`config.mk`:
```
export PLATFORM = sky130hd
export DESIGN_NAME = dds_wave_core
export DESIGN_NICKNAME = d
export VERILOG_FILES = /design/src/rtl/dds_core_pkg.sv /design/src/rtl/dds_tuning_bank.sv /design/src/rtl/dds_phase_accum.sv /design/src/rtl/dds_wave_shaper.sv /design/src/rtl/dds_wave_core.sv
export SDC_FILE = /design/constraint.sdc
export NUM_CORES = 1
export LEC_CHECK = 0
export ABC_AREA = 1
export BUFFER_PORTS_ARGS = -buffer_cell sky130_fd_sc_hd__buf_2
export CAP_MARGIN = 10
export CELL_PAD_IN_SITES_DETAIL_PLACEMENT = 1
export CELL_PAD_IN_SITES_GLOBAL_PLACEMENT = 1
export CORE_MARGIN = 2
export CORE_UTILIZATION = 40
export DETAILED_ROUTE_END_ITERATION = 12
export PLACE_DENSITY_LB_ADDON = 0.1
export RECOVER_POWER = 25
export SLEW_MARGIN = 40
export SYNTH_ARGS = -nofsm -noshare
export SYNTH_HDL_FRONTEND = slang
export SYNTH_SLANG_ARGS = --single-unit
```
`constraint.sdc`:
```
create_clock -name clk -period 53.5 [get_ports clk]
set_input_delay 5.35 -clock clk [delete_from_list [all_inputs] [get_ports clk]]
set_output_delay 5.35 -clock clk [all_outputs]
set_load 0.01 [all_outputs]
```
`src/rtl/dds_core_pkg.sv`:
```
`timescale 1ns/1ps
package dds_core_pkg;

    typedef enum logic [1:0] {
        WAVE_SINE    = 2'b00,
        WAVE_TRI     = 2'b01,
        WAVE_SQR     = 2'b10,
        WAVE_SQR_ALT = 2'b11
    } wave_mode_e;

    typedef enum logic [1:0] {
        ST_HOLD  = 2'b00,
        ST_RUN   = 2'b01,
        ST_SLEEP = 2'b10
    } core_state_e;

    // Fixed-point weights of the odd sine series terms, scaled by 2^14.
    localparam int SIN_FRAC = 14;
    localparam int SIN_C1   = 25736;
    localparam int SIN_C3   = 10584;
    localparam int SIN_C5   = 1306;

endpackage

```
`src/rtl/dds_tuning_bank.sv`:
```
`timescale 1ns/1ps
module dds_tuning_bank #(
    parameter int ACC_W = 28,
    parameter int PH_W  = 12
) (
    input  logic             clk,
    input  logic             wr_en,
    input  logic [1:0]       wr_addr,
    input  logic [ACC_W-1:0] wr_data,
    input  logic             freq_sel,
    input  logic             phase_sel,
    output logic [ACC_W-1:0] freq_word,
    output logic [PH_W-1:0]  phase_word
);

    localparam int NBANK = 2;

    logic [ACC_W-1:0] freq_r  [NBANK];
    logic [PH_W-1:0]  phase_r [NBANK];

    for (genvar b = 0; b < NBANK; b++) begin : g_bank
        localparam logic [1:0] FREQ_ADDR  = {1'b0, 1'(b)};
        localparam logic [1:0] PHASE_ADDR = {1'b1, 1'(b)};

        always_ff @(posedge clk) begin
            if (wr_en && wr_addr == FREQ_ADDR) begin
                freq_r[b] <= wr_data;
            end
            if (wr_en && wr_addr == PHASE_ADDR) begin
                phase_r[b] <= wr_data[PH_W-1:0];
            end
        end
    end

    assign freq_word  = freq_r[freq_sel];
    assign phase_word = phase_r[phase_sel];

endmodule

```
`src/rtl/dds_phase_accum.sv`:
```
`timescale 1ns/1ps
module dds_phase_accum #(
    parameter int ACC_W = 28,
    parameter int PH_W  = 12
) (
    input  logic             clk,
    input  logic             rst,
    input  logic [ACC_W-1:0] freq_word,
    input  logic [PH_W-1:0]  phase_word,
    output logic [ACC_W-1:0] acc_q,
    output logic [PH_W-1:0]  phase_sum
);

    always_ff @(posedge clk) begin
        if (rst) begin
            acc_q <= '0;
        end else begin
            acc_q <= acc_q + freq_word;
        end
    end

    // Offset joins only the truncated top bits, wrapping modulo 2^PH_W.
    assign phase_sum = acc_q[ACC_W-1 -: PH_W] + phase_word;

endmodule

```
`src/rtl/dds_wave_shaper.sv`:
```
`timescale 1ns/1ps
module dds_wave_shaper
    import dds_core_pkg::*;
#(
    parameter int PH_W  = 12,
    parameter int OUT_W = 10
) (
    input  logic [PH_W-1:0]  phase,
    output logic [OUT_W-1:0] sine_s,
    output logic [OUT_W-1:0] tri_s
);

    localparam int QW   = PH_W - 2;
    localparam int MW   = 48;
    localparam int AMP  = 2 ** (OUT_W - 1) - 1;
    localparam logic [OUT_W-1:0] MID_V = {1'b1, {(OUT_W-1){1'b0}}};

    logic [1:0]      quad;
    logic [QW-1:0]   low;
    logic [QW:0]     x;
    logic [MW-1:0]   x2, x3, x5, poly, magw;
    logic [OUT_W-2:0] mag;
    logic [PH_W-2:0] fold;

    // Quarter-wave sine by a fifth-order odd series, mirrored per quadrant.
    always_comb begin
        quad = phase[PH_W-1 -: 2];
        low  = phase[QW-1:0];
        if (quad[0]) begin
            x = {1'b1, {QW{1'b0}}} - {1'b0, low};
        end else begin
            x = {1'b0, low};
        end
        x2   = (MW'(x) * MW'(x)) >> QW;
        x3   = (x2 * MW'(x)) >> QW;
        x5   = (x3 * x2) >> QW;
        poly = ((MW'(SIN_C1) * MW'(x) + MW'(SIN_C5) * x5) - MW'(SIN_C3) * x3) >> QW;
        magw = (poly * MW'(AMP)) >> SIN_FRAC;
        if (magw > MW'(AMP)) begin
            mag = (OUT_W-1)'(AMP);
        end else begin
            mag = magw[OUT_W-2:0];
        end
        if (quad[1]) begin
            sine_s = MID_V - {1'b0, mag};
        end else begin
            sine_s = MID_V + {1'b0, mag};
        end
    end

    // Triangle: fold the descending half, keep the top sample bits.
    always_comb begin
        if (phase[PH_W-1]) begin
            fold = ~phase[PH_W-2:0];
        end else begin
            fold = phase[PH_W-2:0];
        end
        tri_s = fold[PH_W-2 -: OUT_W];
    end

endmodule

```
`src/rtl/dds_wave_core.sv`:
```
`timescale 1ns/1ps
module dds_wave_core
    import dds_core_pkg::*;
#(
    parameter int ACC_W = 28,
    parameter int PH_W  = 12,
    parameter int OUT_W = 10
) (
    input  logic             clk,
    input  logic             rst,
    input  logic             wr_en,
    input  logic [1:0]       wr_addr,
    input  logic [ACC_W-1:0] wr_data,
    input  logic             freq_sel,
    input  logic             phase_sel,
    input  logic [1:0]       wave_mode,
    input  logic             sq_half,
    input  logic             dac_sleep,
    output logic [OUT_W-1:0] sample,
    output logic             sq_out
);

    localparam logic [OUT_W-1:0] MID_V = {1'b1, {(OUT_W-1){1'b0}}};

    logic [ACC_W-1:0] freq_word;
    logic [PH_W-1:0]  phase_word;
    logic [ACC_W-1:0] acc_q;
    logic [PH_W-1:0]  phase_sum;
    logic [OUT_W-1:0] sine_s, tri_s, wave_pick;
    logic             msb_now, msb_prev, div_tog, tog_nxt, sq_nxt;
    core_state_e      state_q, state_nxt;
    wave_mode_e       mode_e;

    dds_tuning_bank #(.ACC_W(ACC_W), .PH_W(PH_W)) u_bank (
        .clk        (clk),
        .wr_en      (wr_en),
        .wr_addr    (wr_addr),
        .wr_data    (wr_data),
        .freq_sel   (freq_sel),
        .phase_sel  (phase_sel),
        .freq_word  (freq_word),
        .phase_word (phase_word)
    );

    dds_phase_accum #(.ACC_W(ACC_W), .PH_W(PH_W)) u_accum (
        .clk        (clk),
        .rst        (rst),
        .freq_word  (freq_word),
        .phase_word (phase_word),
        .acc_q      (acc_q),
        .phase_sum  (phase_sum)
    );

    dds_wave_shaper #(.PH_W(PH_W), .OUT_W(OUT_W)) u_shaper (
        .phase  (phase_sum),
        .sine_s (sine_s),
        .tri_s  (tri_s)
    );

    // Square path: raw MSB or a toggle on its rising transitions.
    always_comb begin
        msb_now = phase_sum[PH_W-1];
        tog_nxt = div_tog ^ (msb_now & ~msb_prev);
        sq_nxt  = sq_half ? tog_nxt : msb_now;
    end

    always_comb begin
        mode_e = wave_mode_e'(wave_mode);
        unique case (mode_e)
            WAVE_SINE:             wave_pick = sine_s;
            WAVE_TRI:              wave_pick = tri_s;
            WAVE_SQR, WAVE_SQR_ALT: wave_pick = {OUT_W{sq_nxt}};
            default:               wave_pick = MID_V;
        endcase
    end

    // Next-state logic.
    always_comb begin
        state_nxt = state_q;
        unique case (state_q)
            ST_HOLD: begin
                if (rst)            state_nxt = ST_HOLD;
                else if (dac_sleep) state_nxt = ST_SLEEP;
                else                state_nxt = ST_RUN;
            end
            ST_RUN: begin
                if (rst)            state_nxt = ST_HOLD;
                else if (dac_sleep) state_nxt = ST_SLEEP;
                else                state_nxt = ST_RUN;
            end
            ST_SLEEP: begin
                if (rst)             state_nxt = ST_HOLD;
                else if (!dac_sleep) state_nxt = ST_RUN;
                else                 state_nxt = ST_SLEEP;
            end
            default: state_nxt = ST_HOLD;
        endcase
    end

    // State register.
    always_ff @(posedge clk) begin
        state_q <= state_nxt;
    end

    // Output process, driven by the state being entered.
    always_ff @(posedge clk) begin
        unique case (state_nxt)
            ST_RUN: begin
                sample   <= wave_pick;
                sq_out   <= sq_nxt;
                msb_prev <= msb_now;
                div_tog  <= tog_nxt;
            end
            ST_SLEEP: begin
                sample   <= MID_V;
                sq_out   <= sq_nxt;
                msb_prev <= msb_now;
                div_tog  <= tog_nxt;
            end
            default: begin
                sample   <= MID_V;
                sq_out   <= 1'b0;
                msb_prev <= 1'b0;
                div_tog  <= 1'b0;
            end
        endcase
    end

endmodule

```
# After elaboration in Yosys (flattened, before gate mapping)
# Memory sizes are Yosys's and may differ from the RTL's.
# Cells that the tools add are included.
# Widths: inputs -> output; s select.
# word_totals
regBits	43
ram_bits	80
inputBits	39
word_cells	72
memories	2
# op_classes
add_sub_neg	7
n_mul	7
order_cmp	1
eq_ne	10
mux	23
n_bitwise	4
n_reduce_logical	12
# mem_list
memory	depth	word_bits	read_ports	rd_clocked_by_memory_dff	wr	line_no	text
u_bank.freq_r	2	28	1	0	1	dds_tuning_bank.sv:18	logic [ACC_W-1:0] freq_r [NBANK];
u_bank.phase_r	2	12	1	0	1	dds_tuning_bank.sv:19	logic [PH_W-1:0] phase_r [NBANK];
# ops
op	n
$add 26x48->48	1
$mul 38x12->48	1
$sub 48x48->48	1
$mul 10x38->47 const A	1
$mul 38x9->47 const B	1
$mul 11x38->45 const A	1
$gt 34x9->1 const B	1
$pmux 10 s3	1
$add 28x28->28	1
$mux 28	1
$reduce_or 28->1	1
$mul 12x11->23	1
$mul 12x11->23 const A	1
$mul 11x11->22	1
$mux 11	2
$mux 1	13
$add 12x12->12	1
$eq 2x2->1 const B	6
$mux 12	1
$reduce_or 12->1	1
$not 11->11	1
$sub 11x10->11 const A	1
$add 10x9->10 const A	1
$mux 10	1
other kinds (11)	22

# Logic depth before layout (Yosys ltp)
# Gate-level depths: netlist of run 1.
# An unclocked memory read counts as a cell.
# depth
depth_word	16
depth_mapped	163

# By module
# From an unflattened synthesis of run 1, not the netlist that was laid out.
# hier_totals
cells_unflattened	4585
area_unflattened_um2	35779.3
# by_module_without_submodules
module	n_inst	cells_each	area_each_um2	seq_area_each_um2
dds_wave_shaper	1	3717	28909.0	0.0
dds_phase_accum	1	561	3236.9	560.5
dds_tuning_bank	1	217	2956.6	2402.3
dds_wave_core	1	90	676.9	300.3

# Worst setup path before layout of run 1
# Ideal clock, no wire load.
# synth_timing
kind	input -> register
startpoint	input phase_sel
endpoint	register sample[7]
setup_ns	0.123
arrival_time_ns	34.233
setup_slack_ns	19.145
path_stages	133
cell_sequence	buf_1 > mux2_2 > ha_1 > buf_2 > inv_1 > clkbuf_1 > ha_1 > inv_1 > nor3_1 > inv_1 > nor2_1 > nand2_1 > nor3_1 > inv_1 > nor4_1 > inv_1 > nor2_1 > inv_1 > [... 97 more ...] > nand2_1 > nor2_1 > nand2_1 > o311ai_0 > a21oi_1 > xnor2_1 > nor4_1 > nand4_1 > nor3_1 > nand2_1 > nor2_1 > nand2_1 > nor2_2 > nand3_1 > nand2_1 > nand2_1 > nand3_1 > a21oi_1
# synth_via
elab_chain_cells	16
word_cells_on_any_way	24
# synth_lines
element	line_no	text
from (decl)	dds_wave_core.sv:15	input logic phase_sel,
$mem_v2 2x12 (*)	-	
$add 12x12->12 (*)	dds_phase_accum.sv:23	assign phase_sum = acc_q[ACC_W-1 -: PH_W] + phase_word;
$sub 11x10->11	dds_wave_shaper.sv:30	x = {1'b1, {QW{1'b0}}} - {1'b0, low};
$mux 11	dds_wave_shaper.sv:29	if (quad[0]) begin
$mul 11x11->22	dds_wave_shaper.sv:34	x2 = (MW'(x) * MW'(x)) >> QW;
$mul 12x11->23	dds_wave_shaper.sv:35	x3 = (x2 * MW'(x)) >> QW;
$mul 38x12->48	dds_wave_shaper.sv:36	x5 = (x3 * x2) >> QW;
$mul 10x38->47	dds_wave_shaper.sv:37	poly = ((MW'(SIN_C1) * MW'(x) + MW'(SIN_C5) * x5) - MW'(SIN_C3) * x3) >> QW;
$add 26x48->48	dds_wave_shaper.sv:37	
$sub 48x48->48	dds_wave_shaper.sv:37	
$mul 38x9->47	dds_wave_shaper.sv:38	magw = (poly * MW'(AMP)) >> SIN_FRAC;
$gt 34x9->1	dds_wave_shaper.sv:39	if (magw > MW'(AMP)) begin
$mux 9	dds_wave_shaper.sv:39	
$add 10x9->10 or $sub 10x9->10 (tied branches)	dds_wave_shaper.sv:47, dds_wave_shaper.sv:45	
$mux 10	dds_wave_shaper.sv:44	if (quad[1]) begin
$pmux 10 s3 (*)	dds_wave_core.sv:69	unique case (mode_e)
to (signal assigned)	dds_wave_core.sv:109	sample <= wave_pick;
to (decl)	dds_wave_core.sv:19	output logic [OUT_W-1:0] sample,
# Every way passes the cells marked *; elsewhere a longest branch is shown, timed or not.
# A chain may end at the register's enable or synchronous reset.

# Worst setup path after layout of run 1
# layout_timing
startpoint	input phase_sel
endpoint	register sample[8]
# The elaborated chain is that of the path after synthesis.

==> results.json, run 1 <==
{
  "synthArstFlopShare_pct": 0,
  "grt-ovfl-total": 0,
  "ys_types": 65,
  "grt_pass1_wl_mm": 159,
  "dr.pass1.iters": 5,
  "clk_latency_ns": 0.42,
  "postCtsSetupBuffers": 0,
  "drtIter0Drc": 968,
  "final.min_clock_period_ns": 37.84,
  "regArea_mm2": 0.00326,
  "postCtsHoldBufs": 0,
  "grt_usage_pct": 22.1,
  "cts_resized": 0,
  "setup_violations": 0,
  "synth_edf_count": 80,
  "synth_cells": 4185,
  "gp_congestion": 0.852,
  "critPathCaptureType": "register",
  "ys.flop_type": "edfxtp_1",
  "rsz0062_at_grt": "false",
  "status": "finished, final reports clean",
  "n_fill_cell": 10540,
  "portBuffers": 49,
  "dp_hpwl_mm": 84.8,
  "arrival_ns": 38.18,
  "crit_buf_inv": 31,
  "hold_slack_ns": 0.528,
  "cts_root_buf": "clkbuf_16",
  "crit_family": "adder cells",
  "worstPathRequired_ns": 53.84,
  "vias_per_cell": 4.93,
  "ant_nets": 0,
  "multi_input_area_mm2": 0.0278,
  "core_area_mm2": 0.0868,
  "hold_viol_final": 0,
  "dieArea_mm2": 0.0900,
  "wl_per_cell_um": 17.6,
  "die_h_um": 300,
  "cp_max_fo": 16,
  "cts.sinks": 123,
  "drc": 0,
  "skew_ns": 0.00821,
  "grt_pass1_vias": 29835,
  "area_growth_pct": 6.79,
  "cts.clk_slew.worst_paths_ns": 0.06,
  "start_util_pct": 40.4,
  "crit_slowest_cell": "clkinv_1",
  "n_antenna_cell": 0,
  "finalNetCount": 5397,
  "pin_count": 50,
  "fmax_ghz": 0.0264,
  "synth_area_mm2": 0.0351,
  "path_class": "input pin to register",
  "post-route-period-util_pct": 70.7,
  "routed_wl_mm": 95.2,
  "cts_buffers": 17,
  "fin_tns_setup_ns": 0,
  "hp-class": "register to register",
  "syn_avg_cell_area_um2": 8.38,
  "seq_area_frac_synth_pct": 9.31,
  "clockBufferDepth": 2,
  "dieWidth_um": 300,
  "antenna_found_initial": 0,
  "ys_ff_latch": 123,
  "drive_above_1_share_pct": 6.06,
  "rows": 108,
  "num_vias": 26655,
  "cts_tree": "built",
  "slew_headroom_pct": 44.7,
  "maxSlewViolCount": 0,
  "htree_levels": 4,
  "yosys_warnings": 0,
  "grt_max_degree": 30,
  "crit_path_start_kind": "input pin",
  "cpPeakStageDelay_ns": 0.69,
  "tightest_slew_ns": 0.828,
  "drv_cap": 0
}
## flip-flops by register name, indices dropped and copies added, names as in the netlist
name            cells
msb_prev            1
u_accum.acc_q      28
state_q             2
div_tog             1
sq_out              1
u_bank.freq_r      56
sample             10
u_bank.phase_r     24
## final timing paths
path                              from          to  slack, ns  cells past startpoint
hold / removal              state_q[1]  state_q[0]       0.53                      3
setup reg to reg  u_bank.phase_r[0][1]   sample[8]      20.50                    138
setup / recovery             phase_sel   sample[8]      15.66                    138
hold reg to reg             state_q[1]  state_q[0]       0.53                      3
## cells in the mapped netlist, types with 30 or more instances
| cell | instances | area (um^2) |
|---|---|---|
| nor3_1 | 31 | 155 |
| nand2_1 | 580 | 2180 |
| fa_1 | 543 | 10900 |
| o21ai_0 | 112 | 561 |
| dfxtp_1 | 43 | 861 |
| ha_1 | 572 | 7160 |
| inv_1 | 1030 | 3870 |
| nand2_2 | 30 | 188 |
| xnor2_1 | 59 | 517 |
| xor2_1 | 98 | 858 |
| nand3_1 | 98 | 490 |
| nor2_1 | 335 | 1260 |
| clkbuf_1 | 31 | 116 |
| edfxtp_1 | 80 | 2400 |
| a21oi_1 | 239 | 1200 |
| mux2_2 | 37 | 417 |
## cell families after synthesis
group | synth area share, %
multiplexers | 1.22
adder cells (fa/ha/maj) | 51.4
AO/OA/AOI/OAI | 8.02
XOR/XNOR | 4.28
other | 0.0214
AND/OR/NAND/NOR | 13.8
flip-flops | 9.31
buffers and inverters | 11.9
## stage by stage
step                std cells  cell area, um^2  util [%]  setup WS (ns)
floorplan                4189            35100         -          19.14
global placement         5379            36900      42.5          15.29
detailed placement       5379            36900      42.6          14.66
CTS                      5411            37500      43.2          15.01
global route             5411            37400      43.2          12.82
finish                   5411            37400      43.2          15.66
## worst register-to-register path, delay by kind of cell (launching register included)
kind,cells,cell delay (ns)
xor+xnor,5,1.28
compound gates,34,7.79
fa+ha+maj,32,14.58
buf+inv,30,3.58
simple gates,37,5.41
flops,1,0.37
## routing by layer
layer  track usage, %  wire (um)
met5                0          0
met1             31.7      47300
met3             1.24       1990
met2             37.6      44900
met4             2.88        991
## area by class of cell
cell class | instances | share of cell area (%)
clock inverters | 13 | 0.277
flip-flops and latches | 123 | 8.72
well taps | 1155 | 3.86
clock buffers | 19 | 1.16
repair buffers | 77 | 1.17
inverters | 1065 | 10.7
multi-input cells | 2959 | 74.1
## placed cells by master, fill, tap and decap left out, types with 17 or more instances in the layout
| cell type | n |
|---|---|
| buf_4 | 28 |
| nor2_1 | 335 |
| clkbuf_16 | 17 |
| nand4_1 | 24 |
| buf_2 | 35 |
| mux2_2 | 37 |
| a31oi_1 | 24 |
| nand2_2 | 30 |
| xnor2_1 | 57 |
| nor3_1 | 27 |
| nand2_1 | 580 |
| inv_1 | 1029 |
| o21ai_0 | 112 |
| dfxtp_1 | 43 |
| a21oi_1 | 239 |
| o21a_1 | 19 |
| inv_2 | 30 |
| edfxtp_1 | 80 |
| fa_1 | 543 |
| ha_1 | 572 |
| o21bai_1 | 21 |
| nand3_1 | 98 |
| xor2_1 | 93 |
Power of run 1 is left out: the tool's default activity adds up to more than one toggle a clock period on the data nets, which glitch-free logic cannot reach.
==> run 2: changes to the inputs <==
--- a/config.mk
+++ b/config.mk
@@ -5,7 +5,7 @@
 export SDC_FILE = /design/constraint.sdc
 export NUM_CORES = 1
 export LEC_CHECK = 0
-export ABC_AREA = 1
+export ABC_AREA = 0
 export BUFFER_PORTS_ARGS = -buffer_cell sky130_fd_sc_hd__buf_2
 export CAP_MARGIN = 10
 export CELL_PAD_IN_SITES_DETAIL_PLACEMENT = 1
==> constraint.sdc (replaced) <==
create_clock -name clk -period 30.4 [get_ports clk]
set_input_delay 3.04 -clock clk [delete_from_list [all_inputs] [get_ports clk]]
set_output_delay 3.04 -clock clk [all_outputs]
set_load 0.01 [all_outputs]
==> results.json, run 2 <==
{
  "grt_pass1_wl_mm": 161,
  "regMostFlops": "u_bank.freq_r",
  "dr.pass1.iters": 4,
  "clk_latency_ns": 0.42,
  "cts.sinks": 123,
  "antenna_found_initial": 1,
  "yosys_warnings": 0,
  "yosysTopAreaCell": "fa_1",
  "top_regs": "u_bank.freq_r x56, u_accum.acc_q x28, u_bank.phase_r x24",
  "ant_nets": 0,
  "dieWidth_um": 295,
  "cts_tree": "built",
  "area_growth_pct": 29.5,
  "crit_path_start_kind": "input pin",
  "drv_cap": 0,
  "yosys.area.top_type_share_pct": 32.1,
  "cp_max_fo": 7,
  "wl_per_cell_um": 17.2,
  "core_area_mm2": 0.0838,
  "grt-ovfl-total": 0,
  "ys_top_cells_by_area": "fa_1, ha_1, inv_1",
  "finalNetCount": 5641,
  "n_antenna_cell": 0,
  "syn_avg_cell_area_um2": 9.19,
  "grt_pass1_vias": 31103,
  "crit_slowest_cell": "fa_1",
  "yosys-top-cells-count": "inv_1, ha_1, fa_1",
  "gp_congestion": 0.836,
  "dr_wl_met2_mm": 51.6,
  "synth.most_common_cell": "inv_1",
  "synth_cells": 3688,
  "fin_ws_ns": -0.654,
  "ys_types": 89,
  "critPathCaptureType": "register",
  "cts_root_buf": "clkbuf_16",
  "tightest_slew_ns": 0.770,
  "met1_length_mm": 42.9,
  "fin_tns_setup_ns": -5.80,
  "dp_hpwl_mm": 83.9,
  "worstPathRequired_ns": 30.71,
  "status": "complete, but fails checks",
  "ys.flop_type": "edfxtp_1",
  "num_vias": 27347,
  "synth_area_mm2": 0.0339,
  "whs_path_depth": 2,
  "mostFrequentLayoutCell": "inv_1",
  "cts_buffers": 17,
  "routed_wl_mm": 96.7,
  "start_util_pct": 40.4,
  "reg2reg_depth": 136,
  "hold_viol_final": 0,
  "skew_ns": 0.0123,
  "violations": "setup timing",
  "grt_max_degree": 30,
  "cpMostUsedCell": "fa_1",
  "hp-class": "register to register",
  "post-route-period-util_pct": 102,
  "seq_area_frac_synth_pct": 9.63,
  "ys_ff_latch": 123,
  "n_fill_cell": 9718,
  "final_util_pct": 52.3,
  "rows": 106,
  "grt_usage_pct": 23.2,
  "clockBufferDepth": 2,
  "slew_headroom_pct": 48.7,
  "vias_per_cell": 4.85,
  "portBuffers": 49,
  "cts.clk_slew.worst_paths_ns": 0.06,
  "cpPeakStageDelay_ns": 0.58,
  "final.min_clock_period_ns": 31.05,
  "drc": 0,
  "synthArstFlopShare_pct": 0,
  "wl_met3_mm": 1.22,
  "rsz0062_at_grt": "true",
  "drtIter0Drc": 701,
  "htree_levels": 4,
  "fmax_ghz": 0.0322,
  "highest_layer": "met5",
  "mostFrequentLayoutCells": "inv_1, buf_4, fa_1",
  "die_h_um": 295,
  "dieArea_mm2": 0.0870,
  "pin_count": 50,
  "drive_above_1_share_pct": 27.4,
  "synth_edf_count": 80,
  "setup_violations": 10,
  "path_class": "input pin to register",
  "arrival_ns": 31.36,
  "largest_reg_flops": 56,
  "maxSlewViolCount": 0,
  "postCtsHoldBufs": 0
}
run 2: cell count changes after synthesis, moves of 40 or more:
| cell | before | now |
|---|---|---|
| nor2_1 | 335 | 292 |
| xnor2_1 | 59 | 126 |
| inv_1 | 1030 | 851 |
| a21oi_1 | 239 | 127 |
| nand3_1 | 98 | 41 |
| a21o_1 | 11 | 53 |
| nand2b_1 | 0 | 40 |
| nand2_1 | 580 | 237 |
run 2: area by class of cell:
cell class | count | area [um^2] | area share (%)
repair buffers | 830 | 6260 | 14.3
inverters | 864 | 3260 | 7.44
multi-input cells | 2651 | 29100 | 66.3
clock inverters | 12 | 114 | 0.260
clock buffers | 20 | 447 | 1.02
well taps | 1134 | 1420 | 3.23
flip-flops and latches | 123 | 3260 | 7.44
run 2: timing repair:
item                                    CTS  global route
gates resized for setup                 194            79
pin swaps                               188            76
buffers inserted                         79            20
endpoints found under the setup margin   10            10
gates cloned                              1             0
run 2: worst paths after layout:
kind                                      startpoint        end  slack [ns]
worst max-delay path                       phase_sel  sample[6]       -0.65
worst min register to register               div_tog    div_tog        0.55
worst max register to register  u_bank.phase_r[0][0]  sample[6]        1.73
worst min-delay path                         div_tog    div_tog        0.55
run 2: through the flow:
step           setup WS, ns  instances  instance area (um^2)  hold WS (ns)
5_1_grt               -1.95       5634                 43900         0.606
2_1_floorplan        -0.713       3692                 34800         0.492
6_report             -0.654       5634                 43900         0.550
3_3_place_gp          -1.56       5504                 41300         0.531
3_5_place_dp          -2.08       5504                 41300         0.544
4_1_cts              -0.580       5615                 43300         0.561
run 2: logic make-up (layout without fill, tap and decap cells):
group	count (synthesis)	in the layout	synth area share [%]
AO/OA/AOI/OAI	461	461	8.94
XOR/XNOR	199	199	5.24
adder cells (fa/ha/maj)	1118	1118	53.3
buffers and inverters	918	1726	10.2
flip-flops	123	123	9.63
multiplexers	48	48	1.55
other	2	6	0.0222
AND/OR/NAND/NOR	819	819	11.1
run 2: critical path: cells and delay by family:
family,cells,cell delay [ns]
xor+xnor,4,0.63
buf+inv,32,2.94
mux,1,0.31
compound gates,43,7.19
fa+ha+maj,33,13.52
simple gates,24,3.65
run 2: layer usage:
metal,vias to the layer above,global-route usage (%)
met5,-,0
met4,2,2.64
met3,66,1.00
met2,196,44.1
met1,13795,29.9
li1,13288,-
Power of run 2 is left out for the same reason.
==> run 3: changes to the inputs <==
--- a/config.mk
+++ b/config.mk
@@ -10,7 +10,6 @@
 export CAP_MARGIN = 10
 export CELL_PAD_IN_SITES_DETAIL_PLACEMENT = 1
 export CELL_PAD_IN_SITES_GLOBAL_PLACEMENT = 1
-export CORE_MARGIN = 2
 export CORE_UTILIZATION = 40
 export DETAILED_ROUTE_END_ITERATION = 12
 export PLACE_DENSITY_LB_ADDON = 0.1
==> results.json, run 3 (synthesized netlist as in run 2, its figures left out) <==
{
  "pin_count": 50,
  "antenna_found_initial": 2,
  "status": "complete, but fails checks",
  "grt-ovfl-total": 0,
  "fmax_ghz": 0.0319,
  "ant_nets": 0,
  "dp_cells": 5508,
  "busiest_layer": "met2",
  "use_met3_pct": 1.54,
  "grt_max_degree": 30,
  "hold_viol_final": 0,
  "grt_usage_pct": 23.3,
  "rows": 106,
  "htree_levels": 4,
  "dp_hpwl_mm": 83.7,
  "n_antenna_cell": 0,
  "cp_max_fo": 7,
  "top_regs": "u_bank.freq_r x56, u_accum.acc_q x28, u_bank.phase_r x24",
  "mostFrequentLayoutCells": "inv_1, buf_4, fa_1, ha_1, nor2_1",
  "drc": 0,
  "setup_violations": 10,
  "mostFrequentLayoutCell": "inv_1",
  "fin_ws_ns": -0.948,
  "cpMostUsedCell": "buf_4",
  "cts.sinks": 123,
  "num_vias": 27474,
  "dieWidth_um": 293,
  "tightest_slew_ns": 0.733,
  "die_h_um": 293,
  "violations": "setup timing",
  "maxSlewViolCount": 0,
  "path_class": "input pin to register",
  "area_growth_pct": 29.7,
  "grt_pass1_wl_mm": 159,
  "gp_congestion": 0.865,
  "final.min_clock_period_ns": 31.35,
  "clk_latency_ns": 0.42,
  "crit_slowest_cell": "fa_2",
  "cts_buffers": 17,
  "dieArea_mm2": 0.0859,
  "drv_cap": 0,
  "dp_slack_ns": -2.23,
  "grt_pass1_vias": 31046,
  "grt.met1_usage_pct": 29.3,
  "wl_per_cell_um": 17.2,
  "crit_path_start_kind": "input pin",
  "drtIter0Drc": 662,
  "start_util_pct": 40.5,
  "reg2reg_depth": 144,
  "routed_wl_mm": 97.0,
  "postPlaceCellArea_mm2": 0.0413,
  "slew_headroom_pct": 49.8,
  "largest_reg_flops": 56,
  "grt_use_met2_pct": 43.6,
  "hold_slack_ns": 0.537,
  "core_area_mm2": 0.0837,
  "finalNetCount": 5660,
  "final_cell_area_mm2": 0.0440,
  "whs_path_depth": 3,
  "post-route-period-util_pct": 103,
  "arrival_ns": 31.64,
  "portBuffers": 49,
  "cts_root_buf": "clkbuf_16",
  "vias_per_cell": 4.86,
  "cpPeakStageDelay_ns": 0.57,
  "drive_above_1_share_pct": 27.6,
  "rsz0062_at_grt": "true",
  "hp-class": "register to register",
  "final-instance-count-excl-fill": 5653,
  "worstPathRequired_ns": 30.69,
  "regMostFlops": "u_bank.freq_r",
  "dr.pass1.iters": 5,
  "critPathCaptureType": "register",
  "cts.clk_slew.worst_paths_ns": 0.05,
  "clockBufferDepth": 2,
  "cts_tree": "built",
  "skew_ns": 0.00999
}
## run 3: final timing paths
check | to | slack [ns] | from
setup / recovery | sample[6] | -0.95 | phase_sel
hold / removal | state_q[1] | 0.54 | state_q[1]
hold reg to reg | state_q[1] | 0.54 | state_q[1]
setup reg to reg | sample[6] | 1.44 | u_bank.phase_r[0][0]
## run 3: routing by layer
metal / vias up / wire length [um]
li1: 13322 / -
met1: 13795 / 42100
met2: 245 / 51100
met3: 108 / 1740
met4: 4 / 1990
met5: - / 23
## run 3: per-stage QoR
| stage | setup TNS [ns] | util (%) |
|---|---|---|
| 2_1_floorplan | -6.45 | - |
| 3_3_place_gp | -16.09 | 49.4 |
| 3_5_place_dp | -20.93 | 49.4 |
| 4_1_cts | -7.74 | 51.5 |
| 5_1_grt | -20.13 | 52.5 |
| 6_report | -8.90 | 52.5 |
## run 3: layout make-up
class                   instances  area, um^2
inverters                     864        3260
clock inverters                14         145
multi-input cells            2651       29100
repair buffers                849        6320
well taps                    1134        1420
flip-flops and latches        123        3260
fillers                      9656       39700
clock buffers                  18         439
## run 3: critical path: cells and delay by family
family,cells,cell delay [ns]
compound gates,39,6.58
xor+xnor,3,0.43
fa+ha+maj,26,10.48
buf+inv,57,6.37
mux,1,0.32
simple gates,19,4.33
## run 3: timing repair
action	4_1_cts	5_1_grt
endpoints found under the hold margin	0	0
pin swaps	74	169
resized for setup	124	135
setup endpoints to repair	10	10
cloned	1	0
hold buffers	0	0
setup buffers	75	42
Power of run 3 is left out for the same reason.
